## config.mk

```make
export PLATFORM = sky130hd
export DESIGN_NAME = init_term_ctl
export DESIGN_NICKNAME = d
export VERILOG_FILES = /design/src/rtl/init_term_pkg.sv /design/src/rtl/itc_claim_watch.sv /design/src/rtl/itc_lat_timer.sv /design/src/rtl/itc_stop_rules.sv /design/src/rtl/init_term_ctl.sv
export SDC_FILE = /design/constraint.sdc
export NUM_CORES = 1
export LEC_CHECK = 0
export ABC_AREA = 1
export ABC_CLOCK_PERIOD_IN_PS = 3500
export CORE_MARGIN = 2
export CORE_UTILIZATION = 44
export CTS_CLUSTER_SIZE = 8
export DETAILED_ROUTE_END_ITERATION = 12
export GPL_TIMING_DRIVEN = 0
export PLACE_DENSITY = 0.67
export SYNTH_ARGS = -nofsm -noshare
export SYNTH_HDL_FRONTEND = slang
export SYNTH_HIERARCHICAL = 1
export SYNTH_SLANG_ARGS = --single-unit
```

## constraint.sdc

```tcl
create_clock -name clk -period 3.5 [get_ports clk]
set_input_delay 0.525 -clock clk [delete_from_list [all_inputs] [get_ports clk]]
set_output_delay 0.525 -clock clk [all_outputs]
set_load 0.01 [all_outputs]
```

## src/rtl/init_term_pkg.sv

```systemverilog
package init_term_pkg;

    typedef enum logic [2:0] {
        KIND_DLY_WR  = 3'd0,
        KIND_NP_RD   = 3'd1,
        KIND_PF_RD   = 3'd2,
        KIND_POST_WR = 3'd3,
        KIND_MWI     = 3'd4
    } xfer_kind_e;

    typedef enum logic [2:0] {
        CAUSE_NONE    = 3'd0,
        CAUSE_NORMAL  = 3'd1,
        CAUSE_MABORT  = 3'd2,
        CAUSE_RETRY   = 3'd3,
        CAUSE_DISC    = 3'd4,
        CAUSE_TABORT  = 3'd5,
        CAUSE_LATENCY = 3'd6
    } end_cause_e;

endpackage

```

## src/rtl/itc_claim_watch.sv

```systemverilog
module itc_claim_watch #(
    parameter int WINDOW = 5
) (
    input  logic clk,
    input  logic rst_n,
    input  logic arm_i,
    input  logic run_i,
    input  logic claimed_i,
    output logic timeout_o
);
    localparam int CW = $clog2(WINDOW + 1);
    localparam logic [CW-1:0] LAST = CW'(WINDOW - 1);

    typedef struct packed {
        logic [CW-1:0] cnt;
        logic          seen;
    } cw_t;

    cw_t q, d;

    always_comb begin
        d = q;
        if (arm_i) begin
            d.cnt  = '0;
            d.seen = 1'b0;
        end else if (run_i) begin
            if (claimed_i) d.seen = 1'b1;
            if (q.cnt != LAST) d.cnt = q.cnt + 1'b1;
        end
    end

    always_ff @(posedge clk or negedge rst_n) begin
        if (!rst_n) q <= '0;
        else        q <= d;
    end

    assign timeout_o = run_i && !q.seen && !claimed_i && (q.cnt == LAST);

    // once the window runs out the owner must close the transaction
    a_r3_timeout_ends: assert property (@(posedge clk) disable iff (!rst_n)
        timeout_o |=> !run_i);

endmodule

```

## src/rtl/itc_lat_timer.sv

```systemverilog
module itc_lat_timer #(
    parameter int LAT_W = 8
) (
    input  logic             clk,
    input  logic             rst_n,
    input  logic             load_i,
    input  logic [LAT_W-1:0] load_val_i,
    input  logic             run_i,
    output logic             expired_o
);
    logic [LAT_W-1:0] cnt_q, cnt_d;

    always_comb begin
        cnt_d = cnt_q;
        if (load_i)                   cnt_d = load_val_i;
        else if (run_i && cnt_q != 0) cnt_d = cnt_q - 1'b1;
    end

    always_ff @(posedge clk or negedge rst_n) begin
        if (!rst_n) cnt_q <= '0;
        else        cnt_q <= cnt_d;
    end

    assign expired_o = (cnt_q == '0);

    // one step down per active clock, never wrapping
    a_r7_countdown: assert property (@(posedge clk) disable iff (!rst_n)
        (run_i && !load_i && cnt_q != '0) |=> cnt_q == $past(cnt_q) - 1'b1);

endmodule

```

## src/rtl/itc_stop_rules.sv

```systemverilog
module itc_stop_rules
    import init_term_pkg::*;
(
    input  xfer_kind_e kind_i,
    input  logic       had_data_i,
    input  logic       claimed_i,
    input  logic       xfer_i,
    input  logic       stop_i,
    input  logic       pf_boundary_i,
    input  logic       buf_last_i,
    input  logic       expired_i,
    input  logic       grant_i,
    input  logic       timeout_i,
    output end_cause_e cause_o
);
    logic single, can_cut, drains_buf, finished;

    always_comb begin
        single     = (kind_i == KIND_DLY_WR) || (kind_i == KIND_NP_RD);
        can_cut    = (kind_i == KIND_PF_RD)  || (kind_i == KIND_POST_WR);
        drains_buf = (kind_i == KIND_POST_WR) || (kind_i == KIND_MWI);
        finished   = xfer_i && (single
                              || (kind_i == KIND_PF_RD && pf_boundary_i)
                              || (drains_buf && buf_last_i));
        if (stop_i) begin
            if (!claimed_i)                 cause_o = CAUSE_TABORT;
            else if (xfer_i || had_data_i)  cause_o = CAUSE_DISC;
            else                            cause_o = CAUSE_RETRY;
        end else if (finished) begin
            cause_o = CAUSE_NORMAL;
        end else if (can_cut && expired_i && !grant_i) begin
            cause_o = CAUSE_LATENCY;
        end else if (timeout_i) begin
            cause_o = CAUSE_MABORT;
        end else begin
            cause_o = CAUSE_NONE;
        end
    end

endmodule

```

## src/rtl/init_term_ctl.sv

```systemverilog
module init_term_ctl
    import init_term_pkg::*;
#(
    parameter int ADDR_W  = 32,
    parameter int LAT_W   = 8,
    parameter int PHASE_W = 12,
    parameter int WINDOW  = 5
) (
    input  logic              clk,
    input  logic              rst_n,
    input  logic              start_i,
    input  logic [2:0]        start_kind_i,
    input  logic [ADDR_W-1:0] start_addr_i,
    input  logic [LAT_W-1:0]  lat_init_i,
    input  logic              grant_i,
    input  logic              claimed_i,
    input  logic              xfer_i,
    input  logic              stop_i,
    input  logic              pf_boundary_i,
    input  logic              buf_last_i,
    output logic              frame_o,
    output logic              done_o,
    output logic [2:0]        cause_o,
    output logic              mabort_o,
    output logic              resume_o,
    output logic [ADDR_W-1:0] resume_addr_o
);
    localparam int STEP_W = PHASE_W + 2;

    typedef struct packed {
        logic              busy;
        xfer_kind_e        kind;
        logic [ADDR_W-1:0] addr;
        logic [PHASE_W-1:0] phases;
        logic              done;
        end_cause_e        cause;
        logic              mabort;
        logic              resume;
        logic [ADDR_W-1:0] raddr;
    } ctl_t;

    ctl_t q, d;

    logic               accept;
    logic               timeout_w;
    logic               expired_w;
    end_cause_e         cause_w;
    logic [PHASE_W-1:0] phases_inc;
    logic [ADDR_W-1:0]  step;

    assign accept = start_i && !q.busy;

    itc_claim_watch #(.WINDOW(WINDOW)) u_claim (
        .clk       (clk),
        .rst_n     (rst_n),
        .arm_i     (accept),
        .run_i     (q.busy),
        .claimed_i (claimed_i),
        .timeout_o (timeout_w)
    );

    itc_lat_timer #(.LAT_W(LAT_W)) u_timer (
        .clk        (clk),
        .rst_n      (rst_n),
        .load_i     (accept),
        .load_val_i (lat_init_i),
        .run_i      (q.busy),
        .expired_o  (expired_w)
    );

    itc_stop_rules u_rules (
        .kind_i        (q.kind),
        .had_data_i    (q.phases != '0),
        .claimed_i     (claimed_i),
        .xfer_i        (xfer_i),
        .stop_i        (stop_i),
        .pf_boundary_i (pf_boundary_i),
        .buf_last_i    (buf_last_i),
        .expired_i     (expired_w),
        .grant_i       (grant_i),
        .timeout_i     (timeout_w),
        .cause_o       (cause_w)
    );

    always_comb begin
        d          = q;
        d.done     = 1'b0;
        d.mabort   = 1'b0;
        d.resume   = 1'b0;
        phases_inc = q.phases + PHASE_W'(xfer_i);
        step       = '0;
        step[STEP_W-1:0] = {phases_inc, 2'b00};
        if (!q.busy) begin
            if (start_i) begin
                d.busy   = 1'b1;
                d.kind   = xfer_kind_e'(start_kind_i);
                d.addr   = start_addr_i;
                d.phases = '0;
            end
        end else begin
            d.phases = phases_inc;
            if (cause_w != CAUSE_NONE) begin
                d.busy   = 1'b0;
                d.done   = 1'b1;
                d.cause  = cause_w;
                d.mabort = (cause_w == CAUSE_MABORT);
                if (cause_w == CAUSE_LATENCY && q.kind == KIND_POST_WR) begin
                    d.resume = 1'b1;
                    d.raddr  = q.addr + step;
                end
            end
        end
    end

    always_ff @(posedge clk or negedge rst_n) begin
        if (!rst_n) q <= '0;
        else        q <= d;
    end

    assign frame_o       = q.busy;
    assign done_o        = q.done;
    assign cause_o       = q.cause;
    assign mabort_o      = q.mabort;
    assign resume_o      = q.resume;
    assign resume_addr_o = q.raddr;

    // the frame only ever drops together with a done pulse
    a_r2_frame_drop: assert property (@(posedge clk) disable iff (!rst_n)
        $fell(frame_o) |-> done_o);

    // a resume request belongs to a latency cut
    a_r8_resume_cause: assert property (@(posedge clk) disable iff (!rst_n)
        resume_o |-> (done_o && cause_o == CAUSE_LATENCY));

    // single-word kinds finish normally after exactly one phase
    a_r4_one_word: assert property (@(posedge clk) disable iff (!rst_n)
        (done_o && cause_o == CAUSE_NORMAL &&
         (q.kind == KIND_DLY_WR || q.kind == KIND_NP_RD)) |-> q.phases == PHASE_W'(1));

    // a retry means no data moved at all
    a_r10_retry_empty: assert property (@(posedge clk) disable iff (!rst_n)
        (done_o && cause_o == CAUSE_RETRY) |-> q.phases == '0);

endmodule

```

==> results of run 1 <==
## registers in the layout, summed over array words and instances, names as in the netlist
name,cells
cause_o,3
u_claim/q,4
frame_o,1
done_o,1
mabort_o,1
resume_addr_o,32
resume_o,1
q,47
u_timer/cnt_q,8
## final timing paths
| kind | start | endpoint | slack, ps | depth (start not counted) |
|---|---|---|---|---|
| worst max register to register | q[38]$_DFFE_PN0P_ | resume_addr_o[28]$_DFFE_PN0P_ | 680 | 18 |
| worst min-delay path | rst_n | resume_addr_o[23]$_DFFE_PN0P_ | 170 | 1 |
| max in group asynchronous | rst_n | cause_o[1]$_DFFE_PN0P_ | 2650 | 2 |
| worst min register to register | resume_addr_o[2]$_DFFE_PN0P_ | resume_addr_o[2]$_DFFE_PN0P_ | 480 | 2 |
| min in group clk | resume_addr_o[2]$_DFFE_PN0P_ | resume_addr_o[2]$_DFFE_PN0P_ | 480 | 2 |
| worst max-delay path | xfer_i | resume_addr_o[28]$_DFFE_PN0P_ | 650 | 19 |
## layer usage
layer	up-vias	GRT usage
met5	-	0
met4	0	0.0553
met3	15	0.0498
met2	103	0.356
met1	2445	0.283
li1	2840	-
## power by group
group	switching, mW	internal, mW
clock	0.464	0.507
sequential	0.352	1.54
combinational	1.20	0.975
## cell type report
class                           instances  area [sq um]  area share
Inverter                              112           422      0.0563
Timing Repair Buffer                   91           928       0.124
Sequential cell                        98          2450       0.328
Tap cell                              176           220      0.0294
Buffer                                 49           347      0.0463
Multi-Input combinational cell        597          2830       0.379
Clock buffer                           11           243      0.0324
Clock inverter                          5          38.8     0.00518
## layout by cell type (no fill, tap or decap), types with 4 or more instances in the layout
cell type          n
nand2_1          338
inv_1            107
dfrtp_1           98
clkdlybuf4s50_1   88
nand3_1           60
nor2_1            52
o21ai_0           46
buf_4             36
ha_1              18
nor3_1            10
clkbuf_16          9
nand4_1            7
a21oi_1            7
xnor2_1            7
nand2_2            6
clkbuf_1           6
nand3_2            5
xor2_1             5
buf_2              5
o21ai_1            4
## what timing repair did
item	4_1_cts	5_1_grt
setup buffers	0	0
gates resized for setup	0	2
endpoints found under the setup margin	0	4
## cells by family after synthesis
kind of cell	count (synthesis)	share of synthesized area
flip-flops	98	0.405
XOR/XNOR	12	0.0174
AO/OA/AOI/OAI	67	0.0600
AND/OR/NAND/NOR	499	0.350
adder cells (fa/ha/maj)	19	0.0405
buffers and inverters	161	0.127
==> results.yml, run 1 <==
clock_tree:
  h-tree-depth: 3
  clk_latency_ps: 360
  path_clk_slew_ps: 70
  cts_buffers: 9
  cts_buffer_depth: 2
  cts_sinks: 98
  cts_tree: "yes"
  ctsHoldBuffers: 0
  root_buffer: "clkbuf_16"
layout:
  fin_util: 0.561
  area_growth_pct: 23.7
  fin_area_sq_mm: 0.00748
  fin_cells: 1139
  diodes: 0
  nets: 1029
  drive_gt1_frac: 0.0935
  fillers: 1353
timing:
  skew_ps: 9.44
  hold-worst-slack_ps: 169
  layout_min_cycle_time_ps: 2850
  slew_viol_final: 0
  hold_viol: 0
  tns_ps: 0
  clock.fmax_mhz: 351
  worst_slack_ps: 655
  relSlewSlack: 0.514
  rsz0062_at_grt: "false"
  fin_crit_sh: 0.813
  setup_viol: 0
  tightest_slew_ps: 729
detailed_routing:
  first_pass_iters: 4
  detail_route.wirelength_mm: 14.6
  num_vias: 5403
  wl_met3_um: 557
  routedLengthMet1_mm: 6.89
  routedWlPerCell_um: 12.8
  drc: 0
  routed-wl-met2_mm: 6.90
  ant_nets: 0
  vias_per_cell: 4.74
  highest_layer: "met4"
  drt_iter0_drc: 322
power_and_ir_drop:
  total_power_mw: 5.04
  power_leakage_nw: 3.92
  cellPowerDensity_mw_per_mm2: 674
  ir_drop_mv: 0.450
critical_path:
  crit_path_end_kind: "register"
  critPathRequiredTime_ps: 3750
  cp_slowest_cell: "ha_1"
  arrival_ps: 3090
  critPathLaunchType: "input port"
  crit_type: "input port to register"
  crit_family: "simple AND/OR/NAND/NOR gates"
  critPathMaxStageDelay_ps: 360
  critical_path.cell_chain: "dlymetal6s2s_1 > ha_1 > nand3_2 > nor2_2 > nand2_1 > inv_1 > nand3_2 > nand2_1 > inv_1 > ha_1 > nand2_1 > nor2_1 > nand3_1 > nand3_1 > nand2_1 > nand2_1 > nand2_1 > nand3_1 > nand2_1"
  cp_max_fo: 6
  crit_top_cell: "nand2_1"
  path_buf_inv: 3
logic_synthesis:
  synthTopCellsByArea: "dfrtp_1 (41%), nand2_1 (21%), inv_1 (6.6%), nand3_1 (5.0%), buf_4 (4.3%)"
  synth_top_area_frac: 0.405
  yosys_warnings: 6
  synth.most_common_cell: "nand2_1"
  synth_top_cell_by_area: "dfrtp_1"
  synth_area_sq_mm: 0.00605
  yosysUniqueCellTypes: 41
  synth_common_cells: "nand2_1 (338), inv_1 (107), dfrtp_1 (98)"
  ys_ff_latch: 98
  yosys_most_used_dff: "dfrtp_1"
  synthCells: 856
  async_flop_share: 1.00
  ys_seq_area_frac: 0.405
  syn-num-nets: 927
  synth-edff-count: 0
  synth_area_per_cell_sq_um: 7.07
floorplan:
  core_sq_mm: 0.0133
  start_util: 0.453
  die_h_um: 121
  die_x_um: 121
  dieArea_sq_mm: 0.0147
  ioPinCount: 91
  rows: 42
placement:
  port_buffers: 90
  post-place-cells: 1123
  gp_routability_congestion: 0.887
  dpl.hpwl_mm: 11.3
  dpl_cell_area_sq_mm: 0.00720
  dp_slack_ps: -121
run_status:
  status: "completed"
hold_path:
  hp-class: "input port to asynchronous set/reset pin"
global_route:
  grt_pass1_wl_mm: 24.7
  grt_usage: 0.214
  grt_antenna_before_repair: 0
  overflow: 0
  grt_max_degree: 56
  grt_pass1_vias: 5198
job:
  drv_cap: 0
(Power assumes the default switching activity.)
==> run 2: changes to the inputs <==
--- a/config.mk
+++ b/config.mk
@@ -6,7 +6,7 @@
 export NUM_CORES = 1
 export LEC_CHECK = 0
 export ABC_AREA = 1
-export ABC_CLOCK_PERIOD_IN_PS = 3500
+export ABC_CLOCK_PERIOD_IN_PS = 2690
 export CORE_MARGIN = 2
 export CORE_UTILIZATION = 44
 export CTS_CLUSTER_SIZE = 8
==> constraint.sdc (replaced) <==
create_clock -name clk -period 2.69 [get_ports clk]
set_input_delay 0.4035 -clock clk [delete_from_list [all_inputs] [get_ports clk]]
set_output_delay 0.4035 -clock clk [all_outputs]
set_load 0.01 [all_outputs]
==> run 2 against run 1 <==
Effect of this change:
- die area unchanged
- clock power is 30% higher
- core utilization is 3.7 points higher
- first-iteration DRC count is 11% higher
- sequential power is 33% higher
- clock-buffer cell count stayed put
- global-route usage rose by 0.16 points
- sequential share of layout area shrank 2.0 points
- flip-flop and latch count stayed put
- largest cell class unchanged
==> results.yml, run 2 (synthesis results as in run 1) <==
layout:
  drive_gt1_frac: 0.169
  largest_register: "q"
  fin_util: 0.598
  fin_cells: 1156
  area_growth_pct: 31.8
  nets: 1046
  layout_common_cells: "nand2_1 (323), inv_1 (104), dfrtp_1 (95)"
  fillers: 1277
  largest_register_ffs: 47
  final_common_cell: "nand2_1"
  diodes: 0
clock_tree:
  path_clk_slew_ps: 70
  cts_buffer_depth: 2
  cts_tree: "yes"
  cts_buffers: 9
  root_buffer: "clkbuf_16"
  clk_latency_ps: 360
  cts_sinks: 98
  h-tree-depth: 3
detailed_routing:
  drt_iter0_drc: 356
  ant_nets: 0
  routedWlPerCell_um: 13.1
  detail_route.wirelength_mm: 15.2
  vias_per_cell: 4.82
  num_vias: 5567
  first_pass_iters: 4
  drc: 0
job:
  drv_cap: 0
hold_path:
  hp-class: "input port to asynchronous set/reset pin"
power_and_ir_drop:
  total_power_mw: 6.92
  power_leakage_nw: 4.09
  cellPowerDensity_mw_per_mm2: 867
  ir_drop_mv: 0.606
floorplan:
  core_sq_mm: 0.0133
  dieArea_sq_mm: 0.0147
  ioPinCount: 91
  die_x_um: 121
  die_h_um: 121
  rows: 42
  start_util: 0.453
timing:
  rsz0062_at_grt: "true"
  fin_crit_sh: 0.961
  setup_viol: 0
  layout_min_cycle_time_ps: 2590
  relSlewSlack: 0.550
  slew_viol_final: 0
  clock.fmax_mhz: 387
  skew_ps: 9.25
  hold-worst-slack_ps: 47.5
  tightest_slew_ps: 673
  hold_viol: 0
critical_path:
  critPathLaunchType: "register"
  arrival_ps: 2840
  cp_max_fo: 8
  critPathRequiredTime_ps: 2950
  crit_type: "register to register"
  crit_path_end_kind: "register"
global_route:
  grt_usage: 0.216
  grt_pass1_wl_mm: 24.9
  grt_max_degree: 56
  grt_pass1_vias: 5248
  grt_antenna_before_repair: 0
  overflow: 0
placement:
  port_buffers: 90
  dpl.hpwl_mm: 11.3
  gp_routability_congestion: 0.887
  post-place-cells: 1123
run_status:
  status: "completed"
==> run 2: changes by cell type in the layout (fill, tap and decap cells not counted), sizes merged <==
cell          change
buf              +17
clkbuf            +1
dlymetal6s2s      -1
==> run 2: worst max-delay path: stages, from the launching register on <==
cell,delay (ps)
dfrtp_2,440
ha_4,150
nand2_1,60
inv_2,70
nand2_2,70
nor3_4,180
nand2_2,130
xor2_4,210
ha_4,290
a21oi_4,190
a21boi_4,230
nand3_4,150
nand3b_1,120
nand2_1,70
nand2_1,60
nand2_1,50
==> run 2: through the flow <==
| stage | TNS [ps] | worst slack [ps] | area (sq um) |
|---|---|---|---|
| after floorplan | 0 | 316 | 6050 |
| after global placement | -270480 | -2610 | 7170 |
| after detailed placement | -15860 | -809 | 7200 |
| after CTS | -1.46 | -1.46 | 7560 |
| after global routing | -577 | -62.9 | 7980 |
| final | 0 | 105 | 7980 |
==> run 2: what timing repair did <==
action,in CTS,in global routing
endpoints found under the setup margin,21,37
cloned,0,0
buffers inserted,1,17
gates resized for setup,22,69
pin swaps,5,22
hold buffers,0,0
==> run 2: layout make-up <==
type / instances / area [sq um] / area share
Timing Repair Buffer: 109 / 1060 / 0.132
Clock inverter: 5 / 38.8 / 0.00486
Buffer: 48 / 347 / 0.0434
Sequential cell: 98 / 2460 / 0.308
Multi-Input combinational cell: 597 / 3200 / 0.401
Inverter: 112 / 422 / 0.0529
Tap cell: 176 / 220 / 0.0276
Clock buffer: 11 / 243 / 0.0304
==> run 2: path summary, 6_finish.rpt <==
check / start / endpoint / slack [ps] / depth (start not counted)
setup reg to reg: q[38]$_DFFE_PN0P_ / resume_addr_o[30]$_DFFE_PN0P_ / 100 / 15
setup / recovery: q[38]$_DFFE_PN0P_ / resume_addr_o[30]$_DFFE_PN0P_ / 100 / 15
min in group clk: resume_addr_o[0]$_DFFE_PN0P_ / resume_addr_o[0]$_DFFE_PN0P_ / 480 / 2
max in group asynchronous: rst_n / q[39]$_DFFE_PN0P_ / 1940 / 2
hold reg to reg: resume_addr_o[0]$_DFFE_PN0P_ / resume_addr_o[0]$_DFFE_PN0P_ / 480 / 2
hold / removal: rst_n / resume_addr_o[23]$_DFFE_PN0P_ / 50 / 1
==> run 2: layer usage <==
metal | global-route usage | part of all wire | vias up | wire (um)
li1 | - | - | 2871 | -
met1 | 0.284 | 0.45 | 2556 | 6880
met2 | 0.360 | 0.48 | 125 | 7370
met3 | 0.0493 | 0.049 | 15 | 749
met4 | 0.0568 | 0.014 | 0 | 208
met5 | 0 | 0 | - | 0
==> run 2: where the power goes <==
part / leakage, nW / internal (mW) / switching, mW
Combinational: 2.68 / 1.45 / 1.69
Clock: 0.141 / 0.660 / 0.599
Sequential: 1.27 / 2.01 / 0.503
